<file path="config.mk">
export PLATFORM = sky130hd
export DESIGN_NAME = conv_rd_slave
export DESIGN_NICKNAME = d
export VERILOG_FILES = /design/src/rtl/conv_rd_pkg.sv /design/src/rtl/conv_rd_sync.sv /design/src/rtl/conv_rd_fsm.sv /design/src/rtl/conv_rd_slave.sv
export SDC_FILE = /design/constraint.sdc
export NUM_CORES = 1
export LEC_CHECK = 0
export BUFFER_PORTS_ARGS = -buffer_cell sky130_fd_sc_hd__buf_4
export CORE_MARGIN = 2
export CORE_UTILIZATION = 60
export CTS_CLUSTER_DIAMETER = 200
export CTS_CLUSTER_SIZE = 12
export DETAILED_ROUTE_END_ITERATION = 6
export HOLD_SLACK_MARGIN = 0.08
export PLACE_DENSITY = 0.89
export SLEW_MARGIN = 20
export SYNTH_ARGS = -nofsm -noshare
export SYNTH_HDL_FRONTEND = slang
export SYNTH_SLANG_ARGS = --single-unit
</file>
<file path="constraint.sdc">
create_clock -name clk -period 3.12 [get_ports clk]
set_clock_uncertainty 0.1 [all_clocks]
set_input_delay 0.624 -clock clk [delete_from_list [all_inputs] [get_ports clk]]
set_output_delay 0.624 -clock clk [all_outputs]
set_load 0.05 [all_outputs]
</file>
<file path="src/rtl/conv_rd_pkg.sv">
package conv_rd_pkg;
    typedef enum logic [2:0] {
        S_IDLE  = 3'd0,
        S_ADDR  = 3'd1,
        S_AACK  = 3'd2,
        S_MCODE = 3'd3,
        S_CONV  = 3'd4,
        S_TX    = 3'd5,
        S_RACK  = 3'd6
    } st_e;

    localparam logic [4:0] MCODE_HI = 5'b00001;
endpackage

</file>
<file path="src/rtl/conv_rd_sync.sv">
module conv_rd_sync #(
    parameter int STAGES = 2
) (
    input  logic clk,
    input  logic rst_n,
    input  logic scl_in,
    input  logic sda_in,
    output logic scl_s,
    output logic scl_prev,
    output logic sda_s,
    output logic scl_rise,
    output logic scl_fall,
    output logic start_p,
    output logic stop_p
);
    localparam int SW = (STAGES < 2) ? 2 : STAGES;

    logic [SW-1:0] scl_sh_d, scl_sh_q, sda_sh_d, sda_sh_q;
    logic          scl_p_d, scl_p_q, sda_p_d, sda_p_q;

    always_comb begin
        scl_sh_d = {scl_sh_q[SW-2:0], scl_in};
        sda_sh_d = {sda_sh_q[SW-2:0], sda_in};
        scl_p_d  = scl_sh_q[SW-1];
        sda_p_d  = sda_sh_q[SW-1];
    end

    always_ff @(posedge clk or negedge rst_n) begin
        if (!rst_n) begin
            scl_sh_q <= '1;
            sda_sh_q <= '1;
            scl_p_q  <= 1'b1;
            sda_p_q  <= 1'b1;
        end else begin
            scl_sh_q <= scl_sh_d;
            sda_sh_q <= sda_sh_d;
            scl_p_q  <= scl_p_d;
            sda_p_q  <= sda_p_d;
        end
    end

    assign scl_s    = scl_sh_q[SW-1];
    assign sda_s    = sda_sh_q[SW-1];
    assign scl_prev = scl_p_q;
    assign scl_rise = scl_s & ~scl_p_q;
    assign scl_fall = ~scl_s & scl_p_q;
    assign start_p  = scl_s & scl_p_q & sda_p_q & ~sda_s;
    assign stop_p   = scl_s & scl_p_q & ~sda_p_q & sda_s;
endmodule

</file>
<file path="src/rtl/conv_rd_fsm.sv">
module conv_rd_fsm
    import conv_rd_pkg::*;
#(
    parameter int                 STRAP_W = 4,
    parameter logic [6-STRAP_W:0] ADDR_HI = 3'b011,
    parameter int                 DATA_W  = 16
) (
    input  logic              clk,
    input  logic              rst_n,
    input  logic              scl_s,
    input  logic              scl_prev,
    input  logic              sda_s,
    input  logic              scl_rise,
    input  logic              scl_fall,
    input  logic              start_p,
    input  logic              stop_p,
    input  logic [STRAP_W-1:0] strap,
    input  logic              conv_done,
    input  logic [DATA_W-1:0] conv_data,
    output logic              sda_oe,
    output logic              scl_oe,
    output logic              conv_start,
    output logic              hs_mode,
    output logic              ref_keep
);
    localparam int NBYTES = DATA_W / 8;
    localparam int BSEL_W = (NBYTES > 1) ? $clog2(NBYTES) : 1;

    typedef struct packed {
        st_e              st;
        logic [3:0]       bcnt;
        logic [7:0]       rx;
        logic [DATA_W-1:0] tx;
        logic [BSEL_W-1:0] bsel;
        logic             mack;
        logic             sda_oe;
        logic             scl_oe;
        logic             cstart;
        logic             hs;
        logic             refkeep;
    } regs_t;

    regs_t r_d, r_q;

    always_comb begin
        r_d        = r_q;
        r_d.cstart = 1'b0;
        unique case (r_q.st)
            S_ADDR: begin
                if (scl_rise && r_q.bcnt < 4'd8) begin
                    r_d.rx   = {r_q.rx[6:0], sda_s};
                    r_d.bcnt = r_q.bcnt + 4'd1;
                end else if (scl_fall && r_q.bcnt == 4'd8) begin
                    if (r_q.rx[7:1] == {ADDR_HI, strap}) begin
                        r_d.st      = S_AACK;
                        r_d.sda_oe  = 1'b1;
                        r_d.refkeep = r_q.rx[0];
                    end else if (r_q.rx[7:3] == MCODE_HI) begin
                        r_d.st = S_MCODE;
                    end else begin
                        r_d.st = S_IDLE;
                    end
                end
            end
            S_AACK: if (scl_fall) begin
                r_d.st     = S_CONV;
                r_d.sda_oe = 1'b0;
                r_d.scl_oe = 1'b1;
                r_d.cstart = 1'b1;
            end
            S_MCODE: if (scl_fall) begin
                r_d.st = S_IDLE;
                r_d.hs = 1'b1;
            end
            S_CONV: if (conv_done) begin
                r_d.tx     = conv_data;
                r_d.sda_oe = ~conv_data[DATA_W-1];
                r_d.scl_oe = 1'b0;
                r_d.st     = S_TX;
                r_d.bcnt   = 4'd0;
                r_d.bsel   = '0;
            end
            S_TX: if (scl_fall) begin
                r_d.tx   = {r_q.tx[DATA_W-2:0], 1'b0};
                r_d.bcnt = r_q.bcnt + 4'd1;
                if (r_q.bcnt == 4'd7) begin
                    r_d.st     = S_RACK;
                    r_d.sda_oe = 1'b0;
                end else begin
                    r_d.sda_oe = ~r_q.tx[DATA_W-2];
                end
            end
            S_RACK: begin
                if (scl_rise) begin
                    r_d.mack = ~sda_s;
                end else if (scl_fall) begin
                    if (!r_q.mack) begin
                        r_d.st = S_IDLE;
                    end else if (r_q.bsel == BSEL_W'(NBYTES - 1)) begin
                        r_d.st     = S_CONV;
                        r_d.scl_oe = 1'b1;
                        r_d.cstart = 1'b1;
                    end else begin
                        r_d.st     = S_TX;
                        r_d.bsel   = r_q.bsel + 1'b1;
                        r_d.bcnt   = 4'd0;
                        r_d.sda_oe = ~r_q.tx[DATA_W-1];
                    end
                end
            end
            default: ;
        endcase
        if (start_p) begin
            r_d.st     = S_ADDR;
            r_d.bcnt   = 4'd0;
            r_d.sda_oe = 1'b0;
            r_d.scl_oe = 1'b0;
            r_d.cstart = 1'b0;
        end
        if (stop_p) begin
            r_d.st     = S_IDLE;
            r_d.sda_oe = 1'b0;
            r_d.scl_oe = 1'b0;
            r_d.cstart = 1'b0;
            r_d.hs     = 1'b0;
        end
    end

    always_ff @(posedge clk or negedge rst_n) begin
        if (!rst_n) begin
            r_q         <= '0;
            r_q.refkeep <= 1'b1;
        end else begin
            r_q <= r_d;
        end
    end

    assign sda_oe     = r_q.sda_oe;
    assign scl_oe     = r_q.scl_oe;
    assign conv_start = r_q.cstart;
    assign hs_mode    = r_q.hs;
    assign ref_keep   = r_q.refkeep;


    stretch_on_start_chk: assert property (@(posedge clk) disable iff (!rst_n)
        conv_start |=> scl_oe);

    start_single_pulse_chk: assert property (@(posedge clk) disable iff (!rst_n)
        conv_start |=> !conv_start);

    release_after_done_chk: assert property (@(posedge clk) disable iff (!rst_n)
        $fell(scl_oe) |-> $past(conv_done));

    stop_clears_hs_chk: assert property (@(posedge clk) disable iff (!rst_n)
        stop_p |=> !hs_mode);

    sda_quiet_high_chk: assert property (@(posedge clk) disable iff (!rst_n)
        (scl_s && scl_prev && $past(scl_s) && !$past(start_p) && !$past(stop_p))
        |-> $stable(sda_oe));

    no_data_while_stretch_chk: assert property (@(posedge clk) disable iff (!rst_n)
        scl_oe |-> !sda_oe);
endmodule

</file>
<file path="src/rtl/conv_rd_slave.sv">
module conv_rd_slave #(
    parameter int         SYNC_STAGES = 2,
    parameter int         STRAP_W     = 4,
    parameter logic [6-STRAP_W:0] ADDR_HI = 3'b011,
    parameter int         DATA_W      = 16
) (
    input  logic              clk,
    input  logic              rst_n,
    input  logic              scl_in,
    input  logic              sda_in,
    output logic              scl_pull,
    output logic              sda_pull,
    input  logic [STRAP_W-1:0] strap,
    output logic              conv_start,
    input  logic              conv_done,
    input  logic [DATA_W-1:0] conv_data,
    output logic              hs_mode,
    output logic              ref_keep_on
);
    logic scl_s, scl_prev, sda_s, scl_rise, scl_fall, start_p, stop_p;

    conv_rd_sync #(.STAGES(SYNC_STAGES)) u_sync (
        .clk      (clk),
        .rst_n    (rst_n),
        .scl_in   (scl_in),
        .sda_in   (sda_in),
        .scl_s    (scl_s),
        .scl_prev (scl_prev),
        .sda_s    (sda_s),
        .scl_rise (scl_rise),
        .scl_fall (scl_fall),
        .start_p  (start_p),
        .stop_p   (stop_p)
    );

    conv_rd_fsm #(
        .STRAP_W (STRAP_W),
        .ADDR_HI (ADDR_HI),
        .DATA_W  (DATA_W)
    ) u_fsm (
        .clk        (clk),
        .rst_n      (rst_n),
        .scl_s      (scl_s),
        .scl_prev   (scl_prev),
        .sda_s      (sda_s),
        .scl_rise   (scl_rise),
        .scl_fall   (scl_fall),
        .start_p    (start_p),
        .stop_p     (stop_p),
        .strap      (strap),
        .conv_done  (conv_done),
        .conv_data  (conv_data),
        .sda_oe     (sda_pull),
        .scl_oe     (scl_pull),
        .conv_start (conv_start),
        .hs_mode    (hs_mode),
        .ref_keep   (ref_keep_on)
    );
endmodule

</file>
==> impl_metrics.env <==
export IMPL_status="finished, final reports clean"
export IMPL_synth_edf_count=0
export IMPL_io_buffers=29
export IMPL_muxShareOfSynthArea_pct=11.5
export IMPL_ant_nets=0
export IMPL_die_x_um=67.1
export IMPL_drive_gt1_share_pct=25.1
export IMPL_p_sw_w=0.000300
export IMPL_drt_iter0_drc=181
export IMPL_grt_pass1_vias=1803
export IMPL_final_cell_mix="37 x dfrtp_1, 31 x buf_4, 26 x nor2_1"
export IMPL_fmax_ghz=0.439
export IMPL_ys_seq_area_share_pct=46.4
export IMPL_gp_congestion=0.952
export IMPL_p_sw_share_pct=24.7
export IMPL_boundaryPins=30
export IMPL_slowest_delay_ns=0.83
export IMPL_first_pass_iters=7
export IMPL_yosys_most_used_dff="dfrtp_1"
export IMPL_p_seq_share_pct=52.7
export IMPL_synth_xor_area_share_pct=1.83
export IMPL_period_needed_ns=2.28
export IMPL_critPathCaptureType="flip-flop"
export IMPL_grt_util_met2_pct=40.0
export IMPL_numCtsBuffers=5
export IMPL_required_ns=3.20
export IMPL_nets=285
export IMPL_fin_tns_setup_ns=0
export IMPL_crit_type="reg -> reg"
export IMPL_synth_warnings=0
export IMPL_cp_slowest_cell="dfrtp_1"
export IMPL_synth_top_cell_area_share_pct=38.7
export IMPL_rr_endpoint="u_fsm.r_q[22]"
export IMPL_arrival_ns=2.36
export IMPL_vias_per_cell=6.13
export IMPL_r2r_setup_slack_ns=0.84
export IMPL_core_area_um2=3740
export IMPL_ir_drop_uv=289
export IMPL_die_h_um=67.1
export IMPL_grt_pass1_wl_mm=8.42
export IMPL_routed_wl_mm=4.96
export IMPL_crit_top_cell="a21oi_1"
export IMPL_synthSimpleGateAreaFrac_pct=19.0
export IMPL_synth_top_cell_by_area="dfrtp_1"
export IMPL_postCtsSetupBuffers=0
export IMPL_synth_seq_cells=44
export IMPL_ys_types=57
export IMPL_synth_top_family_by_area="simple AND/OR/NAND/NOR gates"
export IMPL_final_util_pct=72.5
export IMPL_grt_met1_usage_pct=33.1
export IMPL_cts_clk_slew_worst_paths_ns=0.07
export IMPL_hpwl_mm=3.45
export IMPL_timing_rr_start="u_fsm.r_q[37]"
export IMPL_finalHoldViolations=0
export IMPL_grt_antenna_before_repair=0
export IMPL_grt_max_degree=45
export IMPL_synth_compound_area_share_pct=16.1
export IMPL_wl_per_cell_um=16.1
export IMPL_synthAdderAreaFrac_pct=1.05
export IMPL_cts_resized=0
export IMPL_area_growth_synth_to_final_pct=13.6
export IMPL_start_util_pct=63.8
export IMPL_reg2reg_depth=4
export IMPL_diodes=0
export IMPL_drc=0
export IMPL_fillers=284
export IMPL_finalMaxSlewViolations=0
export IMPL_crit_fanout=26
export IMPL_p_per_area_nw_per_um2=447
export IMPL_maxCapViolations=0
export IMPL_p_int_w=0.000914
export IMPL_clkLatencyLatePin_ns=0.30
export IMPL_clkPwrFrac_pct=34.9
export IMPL_leakage_nw=1.30
export IMPL_cp_start_kind="flip-flop"
export IMPL_fin_crit_sh_pct=73.0
export IMPL_layout_commonest_cell="dfrtp_1"
export IMPL_grt_setup_unrepaired="no"
export IMPL_htreeDepth=2
export IMPL_grtUsageTotal_pct=25.1
export IMPL_ctsHoldBuffers=0
export IMPL_synth_avg_cell_area_um2=10.3
export IMPL_cts_tree="done"
export IMPL_cts_sinks=44
export IMPL_maxSlewHeadroom_pct=50.6
export IMPL_clock_root_buffer="clkbuf_8"
export IMPL_clockBufferDepth=2
export IMPL_netlist_instances=232
export IMPL_synthArstFlopShare_pct=100
export IMPL_tightest_slew_ns=0.741
export IMPL_fp_dieArea_um2=4500
export IMPL_pwr_share_comb_pct=12.3
export IMPL_std_cell_rows=22
export IMPL_use_met3_pct=6.25
export IMPL_finalSetupViolCount=0
export IMPL_hp_class="in -> async"
export IMPL_syn_nets=259
export IMPL_cp_cell_sequence="nand3b_1 > buf_4 > a21oi_1 > a21oi_1"
export IMPL_busiest_layer="met2"
export IMPL_via_count=1882
export IMPL_syn_area_um2=2390
export IMPL_globalRoute_totalOverflow=0
export IMPL_synth_area_leaders="dfrtp_1 39%, dfstp_2 7.7%, mux2i_1 6.3%"
-- worst max-delay path, delay by kind of cell (launching register included) --
kind	cells	cell delay, ns
DFF	1	0.83
and+or+nand+nor	1	0.56
buffers and inverters	1	0.38
AOI/OAI and AO/OA	2	0.29
-- flip-flops by register name, summed over array words and instances, names as in the netlist --
register,cells
u_sync.sda_p_q,1
u_fsm.conv_start,1
u_fsm.scl_oe,1
u_fsm.r_q,33
u_sync.scl_prev,1
u_fsm.sda_oe,1
u_sync.scl_sh_q,2
u_fsm.hs_mode,1
u_fsm.ref_keep,1
u_sync.sda_sh_q,2
-- power groups by stage --
stage               registers [W]  clock network [W]  logic (W)
floorplan                0.000658                  0  0.0000727
global placement         0.000647                  0   0.000146
detailed placement       0.000649                  0   0.000150
CTS                      0.000639           0.000428   0.000151
global route             0.000643           0.000458   0.000165
finish                   0.000640           0.000424   0.000150
-- synth_stat cells (2+ instances only) --
| cell | n |
|---|---|
| a32o_1 | 2 |
| nand2b_1 | 4 |
| nand2_1 | 14 |
| and2b_4 | 2 |
| nand3_1 | 7 |
| mux2_2 | 9 |
| a31oi_1 | 4 |
| nor2_1 | 26 |
| buf_2 | 4 |
| nor2b_1 | 3 |
| o21ai_0 | 5 |
| clkbuf_1 | 4 |
| a221o_1 | 2 |
| a21oi_1 | 23 |
| nand4b_1 | 3 |
| dfstp_2 | 7 |
| xnor2_1 | 4 |
| a21o_1 | 3 |
| dfrtp_1 | 37 |
| o22ai_1 | 2 |
| buf_6 | 3 |
| a311o_1 | 2 |
| a21boi_0 | 2 |
| nor3_1 | 2 |
| and2_1 | 2 |
| mux2_1 | 2 |
| inv_1 | 6 |
| and3_1 | 2 |
| mux2i_1 | 15 |
| nand3b_1 | 3 |
| ha_1 | 2 |
-- cells by family (layout without fill, tap and decap cells) --
group	Yosys count	in the layout
flip-flops	44	44
adder cells (fa/ha/maj)	2	2
multiplexers	26	26
AO/OA/AOI/OAI	57	57
buffers and inverters	18	45
XOR/XNOR	5	5
AND/OR/NAND/NOR	80	80
-- per-layer routing --
layer / wire [um] / vias to the layer above
met4: 83 / 0
met3: 324 / 15
li1: - / 895
met1: 2200 / 897
met5: 0 / -
met2: 2350 / 75
-- how the worst max path moves through the flow --
stage                         start            end
floorplan           u_sync.scl_prev   u_fsm.sda_oe
global placement      u_fsm.r_q[37]   u_fsm.sda_oe
detailed placement    u_fsm.r_q[37]  u_fsm.r_q[17]
CTS                   u_fsm.r_q[37]   u_fsm.sda_oe
global route          u_fsm.r_q[37]  u_fsm.r_q[22]
finish                u_fsm.r_q[37]  u_fsm.r_q[22]
-- final cells by class --
type                            instances  area, um^2  share of cell area, %
Clock buffer                            6        72.6                   2.67
Clock inverter                          2        35.0                   1.29
Inverter                                6        22.5                  0.830
Multi-Input combinational cell        170        1180                   43.5
Sequential cell                        44        1110                   40.9
Tap cell                               48        60.1                   2.21
Timing Repair Buffer                   31         233                   8.58
-- stage by stage --
| step | hold WS (ns) | total power, W | std cells | setup slack, ns | area, um^2 |
|---|---|---|---|---|---|
| after floorplan | 0.228 | 0.000731 | 232 | 1.19 | 2390 |
| after global placement | 0.246 | 0.000792 | 299 | 0.918 | 2610 |
| after detailed placement | 0.249 | 0.000799 | 299 | 0.911 | 2610 |
| after CTS | 0.222 | 0.00122 | 307 | 0.882 | 2710 |
| after global routing | 0.247 | 0.00127 | 307 | 0.637 | 2710 |
| final | 0.210 | 0.00121 | 307 | 0.843 | 2710 |
No activity file was read; power rests on OpenSTA's default activity.
